<file path="src/rtl/xbar_pkg.sv">
package xbar_pkg;
  typedef enum logic [2:0] {
    OP_NOP     = 3'd0,
    OP_CONNECT = 3'd1,
    OP_CONX    = 3'd2,
    OP_DISPAIR = 3'd3,
    OP_DISIN   = 3'd4,
    OP_CLEAR   = 3'd5,
    OP_BCAST   = 3'd6,
    OP_RSVD    = 3'd7
  } xbar_op_e;
endpackage

</file>
<file path="src/rtl/xbar_plane_next.sv">
module xbar_plane_next #(
  parameter int N_IN  = 5,
  parameter int N_OUT = 3,
  localparam int IW = (N_IN > 1) ? $clog2(N_IN) : 1,
  localparam int OW = (N_OUT > 1) ? $clog2(N_OUT) : 1
) (
  input  logic [N_OUT-1:0][N_IN-1:0] cur_i,
  input  logic                       cmd_valid_i,
  input  logic [2:0]                 cmd_op_i,
  input  logic [IW-1:0]              cmd_in_i,
  input  logic [OW-1:0]              cmd_out_i,
  output logic [N_OUT-1:0][N_IN-1:0] nxt_o
);
  import xbar_pkg::*;

  xbar_op_e op;
  logic in_ok, out_ok;

  always_comb begin
    op     = xbar_op_e'(cmd_op_i);
    in_ok  = 32'(cmd_in_i) < N_IN;
    out_ok = 32'(cmd_out_i) < N_OUT;
  end

  for (genvar o = 0; o < N_OUT; o++) begin : g_col
    for (genvar i = 0; i < N_IN; i++) begin : g_row
      logic hit_i, hit_o;
      always_comb begin
        hit_i = in_ok && (32'(cmd_in_i) == i);
        hit_o = out_ok && (32'(cmd_out_i) == o);
        nxt_o[o][i] = cur_i[o][i];
        if (cmd_valid_i) begin
          unique case (op)
            OP_CONNECT: if (hit_o && in_ok)           nxt_o[o][i] = hit_i;
            OP_CONX:    if ((hit_o && in_ok) || (hit_i && out_ok))
                                                      nxt_o[o][i] = hit_i && hit_o;
            OP_DISPAIR: if (hit_i && hit_o)           nxt_o[o][i] = 1'b0;
            OP_DISIN:   if (hit_i)                    nxt_o[o][i] = 1'b0;
            OP_CLEAR:                                 nxt_o[o][i] = 1'b0;
            default: ;
          endcase
        end
      end
    end
  end
endmodule

</file>
<file path="src/rtl/xbar_col_encode.sv">
module xbar_col_encode #(
  parameter int N_IN = 5,
  localparam int IW = (N_IN > 1) ? $clog2(N_IN) : 1
) (
  input  logic [N_IN-1:0] col_i,
  output logic            vld_o,
  output logic [IW-1:0]   sel_o
);
  // lowest set index wins; column is one-hot or empty by construction
  always_comb begin
    vld_o = 1'b0;
    sel_o = '0;
    for (int i = N_IN - 1; i >= 0; i--) begin
      if (col_i[i]) begin
        vld_o = 1'b1;
        sel_o = IW'(i);
      end
    end
  end
endmodule

</file>
<file path="src/rtl/xbar_cfg_array.sv">
module xbar_cfg_array #(
  parameter int N_IN  = 5,
  parameter int N_OUT = 3,
  localparam int IW = (N_IN > 1) ? $clog2(N_IN) : 1,
  localparam int OW = (N_OUT > 1) ? $clog2(N_OUT) : 1
) (
  input  logic               clk_i,
  input  logic               rst_ni,
  input  logic               update_ni,
  input  logic               cmd_valid_i,
  input  logic [2:0]         cmd_op_i,
  input  logic [IW-1:0]      cmd_in_i,
  input  logic [OW-1:0]      cmd_out_i,
  input  logic [IW-1:0]      rd_in_i,
  input  logic [OW-1:0]      rd_out_i,
  output logic               rd_pend_o,
  output logic               rd_live_o,
  output logic [N_OUT-1:0]   route_vld_o,
  output logic [N_OUT*IW-1:0] route_sel_o
);
  import xbar_pkg::*;

  logic [N_OUT-1:0][N_IN-1:0] load_q, load_d, act_q;
  logic                       bcast_q;
  logic [IW-1:0]              bcast_idx_q;
  logic                       bcast_set;
  logic [N_OUT-1:0]           col_vld;
  logic [N_OUT-1:0][IW-1:0]   col_sel;

  xbar_plane_next #(.N_IN(N_IN), .N_OUT(N_OUT)) i_next (
    .cur_i       (load_q),
    .cmd_valid_i (cmd_valid_i),
    .cmd_op_i    (cmd_op_i),
    .cmd_in_i    (cmd_in_i),
    .cmd_out_i   (cmd_out_i),
    .nxt_o       (load_d)
  );

  always_ff @(posedge clk_i or negedge rst_ni) begin
    if (!rst_ni) begin
      load_q <= '0;
      act_q  <= '0;
    end else begin
      load_q <= load_d;
      if (!update_ni) act_q <= load_d;
    end
  end

  assign bcast_set = cmd_valid_i && (xbar_op_e'(cmd_op_i) == OP_BCAST)
                     && (32'(cmd_in_i) < N_IN);

  always_ff @(posedge clk_i or negedge rst_ni) begin
    if (!rst_ni) begin
      bcast_q     <= 1'b0;
      bcast_idx_q <= '0;
    end else if (!update_ni) begin
      bcast_q     <= 1'b0;
    end else if (bcast_set) begin
      bcast_q     <= 1'b1;
      bcast_idx_q <= cmd_in_i;
    end
  end

  for (genvar o = 0; o < N_OUT; o++) begin : g_out
    xbar_col_encode #(.N_IN(N_IN)) i_enc (
      .col_i (act_q[o]),
      .vld_o (col_vld[o]),
      .sel_o (col_sel[o])
    );
    always_comb begin
      route_vld_o[o]          = bcast_q ? 1'b1 : col_vld[o];
      route_sel_o[o*IW +: IW] = bcast_q ? bcast_idx_q : col_sel[o];
    end
  end

  always_comb begin
    rd_pend_o = 1'b0;
    rd_live_o = 1'b0;
    if (32'(rd_in_i) < N_IN && 32'(rd_out_i) < N_OUT) begin
      rd_pend_o = load_q[rd_out_i][rd_in_i];
      rd_live_o = bcast_q ? (rd_in_i == bcast_idx_q) : act_q[rd_out_i][rd_in_i];
    end
  end
endmodule

</file>
<file path="config.mk">
export PLATFORM = sky130hd
export DESIGN_NAME = xbar_cfg_array
export DESIGN_NICKNAME = d
export VERILOG_FILES = /design/src/rtl/xbar_pkg.sv /design/src/rtl/xbar_plane_next.sv /design/src/rtl/xbar_col_encode.sv /design/src/rtl/xbar_cfg_array.sv
export SDC_FILE = /design/constraint.sdc
export NUM_CORES = 1
export LEC_CHECK = 0
export ABC_AREA = 1
export BUFFER_PORTS_ARGS = -buffer_cell sky130_fd_sc_hd__buf_4
export CAP_MARGIN = 20
export CORE_UTILIZATION = 53
export CTS_BUF_LIST = sky130_fd_sc_hd__clkbuf_4 sky130_fd_sc_hd__clkbuf_8 sky130_fd_sc_hd__clkbuf_16
export DETAILED_ROUTE_END_ITERATION = 10
export PLACE_DENSITY = 0.8
export SLEW_MARGIN = 25
export SYNTH_ARGS = -nofsm -noshare
export SYNTH_HDL_FRONTEND = slang
export SYNTH_SLANG_ARGS = --single-unit
</file>
<file path="constraint.sdc">
create_clock -name clk_i -period 1.3 [get_ports clk_i]
set_clock_uncertainty 0.2 [all_clocks]
set_input_delay 0.13 -clock clk_i [delete_from_list [all_inputs] [get_ports clk_i]]
set_output_delay 0.13 -clock clk_i [all_outputs]
set_load 0.005 [all_outputs]
</file>
==> results of run 1 <==
-- through the flow --
stage               instance area, sq um  instances
finish                              3990        592
CTS                                 3660        585
detailed placement                  3430        574
global route                        3990        592
floorplan                           2580        423
global placement                    3430        574
-- cell usage after synthesis (all sizes together) --
cell type | instances | area share (%)
inv | 39 | 5.7
o211ai | 1 | 0.29
o22ai | 4 | 1.2
o21ai | 20 | 3.9
buf | 5 | 1.2
dfrtp | 34 | 33
nand3 | 51 | 10
nor3 | 2 | 0.39
xnor2 | 2 | 0.68
nand3b | 1 | 0.29
a31oi | 4 | 0.97
nand2 | 203 | 31
clkbuf | 3 | 0.44
nand4 | 6 | 1.5
nor2 | 29 | 5.0
clkinv | 1 | 0.15
or2 | 2 | 0.48
o2111ai | 1 | 0.34
a21oi | 9 | 1.7
nor3b | 2 | 0.97
o31ai | 4 | 1.2
-- critical path, cell delays in order, from the launching register on --
cell and delay (ns):
dfrtp_1 0.40, inv_2 0.08, nand2_1 0.06, o21ai_1 0.11
nand2_1 0.10, nand3_2 0.08, nand3_1 0.10, nand3_2 0.10
a21oi_2 0.05, buf_4 0.14
-- what timing repair did --
item / 4_1_cts / 5_1_grt
resized for setup: 41 / 67
pin swaps: 9 / 19
buffers inserted: 1 / 6
hold buffers: 2 / 0
gates cloned: 0 / 1
endpoints found under the setup margin: 15 / 34
hold endpoints to repair: 39 / 0
-- state kept, by name (all words and copies together) (netlist names) --
signal / count
act_q: 15
load_q: 15
bcast_idx_q: 3
bcast_q: 1
-- placed cells by master, fill, tap and decap left out, types with 7 or more instances in the layout --
master / Yosys / routed
inv_1: 33 / 30
buf_6: 1 / 10
dfrtp_1: 34 / 33
buf_4: 0 / 98
nand2_2: 5 / 13
o21ai_0: 18 / 7
nor2_4: 2 / 8
nor2_1: 25 / 11
o21ai_1: 2 / 9
nand3_1: 50 / 40
nand2_1: 196 / 182
nand3_2: 1 / 10
nor2_2: 2 / 10
-- final cells by class --
cell class / instances / area, sq um / area share (%)
timing repair inverter: 1 / 6.26 / 0.157
timing repair buffer: 114 / 943 / 23.7
clock inverter: 1 / 5.00 / 0.126
sequential: 34 / 852 / 21.4
clock buffer: 7 / 90.1 / 2.26
inverter: 40 / 163 / 4.08
tap: 54 / 67.6 / 1.69
multi-input combinational: 341 / 1860 / 46.7
-- worst min path at each step --
stage	startpoint	end
after floorplan	rst_ni	act_q[0]
after global placement	rst_ni	bcast_idx_q[2]
after detailed placement	rst_ni	bcast_idx_q[2]
after CTS	cmd_in_i[1]	bcast_idx_q[1]
after global routing	cmd_in_i[1]	bcast_idx_q[1]
final	cmd_in_i[1]	bcast_idx_q[1]
-- routing by layer --
metal / share of wire, % / track usage (%) / wire (um) / vias to the layer above
li1: - / - / - / 1596
met1: 39 / 46.7 / 3960 / 1658
met2: 49 / 62.9 / 4990 / 219
met3: 7.7 / 5.20 / 774 / 42
met4: 3.6 / 15.0 / 364 / 0
met5: 0 / 0 / 0 / -
-- cell families after synthesis --
logic type,Yosys count,share of synthesized area [%]
AND/OR/NAND/NOR,296,49.3
buffers and inverters,48,7.47
AO/OA/AOI/OAI,43,9.60
flip-flops,34,33.0
XOR/XNOR,2,0.679
-- power by group --
part	internal, mW	switching (mW)
clock	0.449	0.418
sequential	1.12	0.0523
combinational	0.532	0.638
==> impl_metrics.tcl, run 1 <==
set metrics [dict create \
    fin_crit_ns 1.83 \
    clk_pin_slew_ns 0.07 \
    timing.hold.ws_ns 0.0781 \
    fp-row-count 25 \
    crit_type "flop to output pin" \
    place_congestion 0.942 \
    max_freq_mhz 546 \
    p_per_area_nw_per_um2 804 \
    htree_levels 2 \
    violations "negative setup slack" \
    synth_area_sq_um 2580 \
    post-place-ws_ns -0.301 \
    slew_headroom_pct 70.0 \
    cts_num_sinks 34 \
    hold_viol_final 0 \
    port_buffers 30 \
    cp-startpoint "act_q[10]" \
    ys_warn_count 0 \
    wl_mm 10.1 \
    cp.required_ns 0.97 \
    via_count 3515 \
    rsz0062_at_grt "true" \
    fin_util_pct 85.0 \
    gr-total-overflow 0 \
    finalSetupViolCount 15 \
    drive_gt1_share_pct 37.4 \
    synthDistinctLibCells 30 \
    synth_seq_cells 34 \
    status "complete, but fails checks" \
    whs_path_depth 4 \
    leakage_nw 2.16 \
    r2r_cells 7 \
    grt_max_degree 35 \
    cts_tree "built" \
    diodes 0 \
    r2r_end "act_q[14]" \
    path_max_fanout 2 \
    grt_first_pass_wirelength_mm 14.6 \
    synth-seq-area-share_pct 33.0 \
    avgSynthCellArea_sq_um 6.10 \
    coreArea_sq_um 4690 \
    synth_cells 423 \
    dieWidth_um 71.8 \
    cts_root_buffer "clkbuf_8" \
    endpoint_kind "output pin" \
    synth_fp_nets 440 \
    grtUsageTotal_pct 36.8 \
    wire_per_inst_um 17.0 \
    drtIter0Drc 439 \
    clk_path_buf_depth 2 \
    maxSlewViolCount 0 \
    routed_via_density 5.94 \
    drc_errors 0 \
    fin_nets 554 \
    cts_inserted_buffers 5 \
    clock_latency_ns 0.30 \
    grt_pass1_vias 3237 \
    die-area_sq_um 5150 \
    dp_hpwl_mm 6.75 \
    antenna_found_initial 0 \
    setup_tns_ns -5.68 \
    tightest_slew_ns 0.450 \
    n_fill_cell 263 \
    die_h_um 71.8 \
    dr.pass1.iters 6 \
    initial_utilization_pct 55.0 \
    io_pins 31 \
    min_period_over_period_pct 141 \
    hp-class "input port to flop" \
    drtAntennaViolNets 0 \
    peakVddDrop_mv 0.807 \
    cp-start-kind "flop" \
    worst_slack_ns -0.532 \
    endpoint "rd_live_o" \
    reg2reg_slack_ns 0.02 \
    worst_r2r_startpoint "load_q[14]" \
    syn_to_final_growth_pct 54.6 \
    cap_violations 0 \
    total_power_mw 3.21 \
    cp_data_arrival_time_ns 1.50 \
]
(Power assumes the default switching activity.)
==> run 2: changes to the inputs <==
--- a/config.mk
+++ b/config.mk
@@ -11,7 +11,7 @@
 export CORE_UTILIZATION = 53
 export CTS_BUF_LIST = sky130_fd_sc_hd__clkbuf_4 sky130_fd_sc_hd__clkbuf_8 sky130_fd_sc_hd__clkbuf_16
 export DETAILED_ROUTE_END_ITERATION = 10
-export PLACE_DENSITY = 0.8
+export PLACE_DENSITY = 0.83
 export SLEW_MARGIN = 25
 export SYNTH_ARGS = -nofsm -noshare
 export SYNTH_HDL_FRONTEND = slang
==> impl_metrics.tcl, run 2 (same netlist as run 1, synthesis figures left out) <==
set metrics [dict create \
    status "complete, but fails checks" \
    violations "negative setup slack" \
    diodes 0 \
    peakVddDrop_mv 0.731 \
    dp_hpwl_mm 6.76 \
    fp-row-count 25 \
    via_count 3748 \
    hp-class "input port to flop" \
    reg2reg_slack_ns -0.02 \
    p_comb_share_pct 37.2 \
    endpoint "rd_live_o" \
    rsz0062_at_grt "true" \
    seq_power_share_pct 35.7 \
    worst_r2r_startpoint "load_q[14]" \
    r2r_end "load_q[14]" \
    swShare_pct 35.9 \
    post-place-ws_ns -0.320 \
    dpl-instance-area_sq_um 3420 \
    leakage_nw 2.19 \
    initial_utilization_pct 55.0 \
    grt_first_pass_wirelength_mm 15.1 \
    io_pins 31 \
    port_buffers 30 \
    cp.required_ns 0.97 \
    maxSlewViolCount 0 \
    cp-startpoint "act_q[9]" \
    gr-total-overflow 0 \
    reg_top3 "act_q x15, load_q x15, bcast_idx_q x3" \
    layout_commonest_cell "nand2_1" \
    clk_pin_slew_ns 0.08 \
    coreArea_sq_um 4690 \
    wire_per_inst_um 19.4 \
    finalSetupViolCount 23 \
    place_congestion 0.950 \
    crit_type "flop to output pin" \
    antenna_found_initial 0 \
    wl_mm 11.5 \
    cts_root_buffer "clkbuf_8" \
    htree_levels 2 \
    grt_max_degree 35 \
    internal_power_mw 2.10 \
    slew_headroom_pct 68.7 \
    r2r_cells 6 \
    drtAntennaViolNets 0 \
    dieWidth_um 71.8 \
    max_freq_mhz 518 \
    p_per_area_nw_per_um2 809 \
    fin_crit_ns 1.93 \
    pwr-share-clk_pct 27.1 \
    cts_num_sinks 34 \
    drc_errors 0 \
    mostFrequentLayoutCells "174 x nand2_1, 99 x buf_4, 33 x nand3_1, 33 x dfrtp_1, 24 x inv_1" \
    routed_via_density 6.32 \
    cp-start-kind "flop" \
    cp_data_arrival_time_ns 1.60 \
    fin_nets 555 \
    drive_gt1_share_pct 41.7 \
    clock_latency_ns 0.30 \
    min_period_over_period_pct 149 \
    die-area_sq_um 5150 \
    cap_violations 0 \
    hold_viol_final 0 \
    die_h_um 71.8 \
    grtUsageTotal_pct 38.4 \
    endpoint_kind "output pin" \
    cts_inserted_buffers 5 \
    syn_to_final_growth_pct 57.2 \
    fin_area_sq_um 4060 \
    dr.pass1.iters 7 \
    cts_tree "built" \
    drtIter0Drc 586 \
    grt_pass1_vias 3168 \
    switching_power_mw 1.18 \
    worst_slack_ns -0.631 \
    tightest_slew_ns 0.469 \
    clk_path_buf_depth 2 \
    path_max_fanout 2 \
]
## run 2: how the worst min path moves through the flow
stage           startpoint  slack (ns)  depth (start not counted)             end
6_report       cmd_in_i[0]        0.10                          4  bcast_idx_q[0]
5_1_grt        cmd_in_i[0]        0.13                          4  bcast_idx_q[0]
4_1_cts        cmd_in_i[0]        0.09                          4  bcast_idx_q[0]
3_5_place_dp        rst_ni        -0.1                          1  bcast_idx_q[2]
3_3_place_gp        rst_ni       -0.11                          1  bcast_idx_q[2]
2_1_floorplan       rst_ni       -0.37                          0        act_q[0]
## run 2: layer usage
| layer | vias up | track usage (%) | part of all wire [%] |
|---|---|---|---|
| met5 | - | 0 | 0 |
| met4 | 0 | 17.0 | 7.5 |
| met3 | 115 | 8.02 | 11 |
| met2 | 340 | 63.1 | 46 |
| met1 | 1693 | 48.7 | 35 |
| li1 | 1600 | - | - |
## run 2: final cells by class
type / instances / area, sq um
Multi-Input combinational cell: 341 / 1920
Timing Repair Buffer: 116 / 950
Sequential cell: 34 / 852
Fill cell: 236 / 636
Inverter: 40 / 170
Clock buffer: 7 / 90.1
Tap cell: 54 / 67.6
Clock inverter: 1 / 5.00
## run 2: what timing repair did
item / 4_1_cts / 5_1_grt
setup buffers: 3 / 13
hold endpoints to repair: 39 / 0
pin swaps: 13 / 28
setup endpoints to repair: 17 / 34
resized for setup: 59 / 76
hold buffers: 2 / 0
## run 2: critical path: stages, from the launching register on
cell	delay [ns]
dfrtp_1	0.37
inv_1	0.08
nand2_1	0.07
nand3_2	0.11
a31oi_2	0.25
nand3_2	0.12
a21oi_2	0.17
buf_4	0.13
## run 2: power groups by stage
stage / Combinational, mW / Clock, mW / Sequential (mW)
after floorplan: 0.440 / 0 / 1.18
after global placement: 0.908 / 0 / 1.18
after detailed placement: 0.940 / 0 / 1.18
after CTS: 1.03 / 0.851 / 1.17
after global routing: 1.29 / 0.928 / 1.18
final: 1.22 / 0.888 / 1.17
## run 2: stage by stage
| stage | power (mW) | util [%] | hold WS (ns) | TNS, ns | cells |
|---|---|---|---|---|---|
| 2_1_floorplan | 1.62 | - | -0.366 | 0 | 423 |
| 3_3_place_gp | 2.09 | 72.9 | -0.107 | -5.94 | 574 |
| 3_5_place_dp | 2.12 | 72.9 | -0.0985 | -7.63 | 574 |
| 4_1_cts | 3.04 | 79.4 | 0.0869 | -4.60 | 586 |
| 5_1_grt | 3.39 | 86.5 | 0.129 | -7.10 | 593 |
| 6_report | 3.28 | 86.5 | 0.101 | -6.04 | 593 |
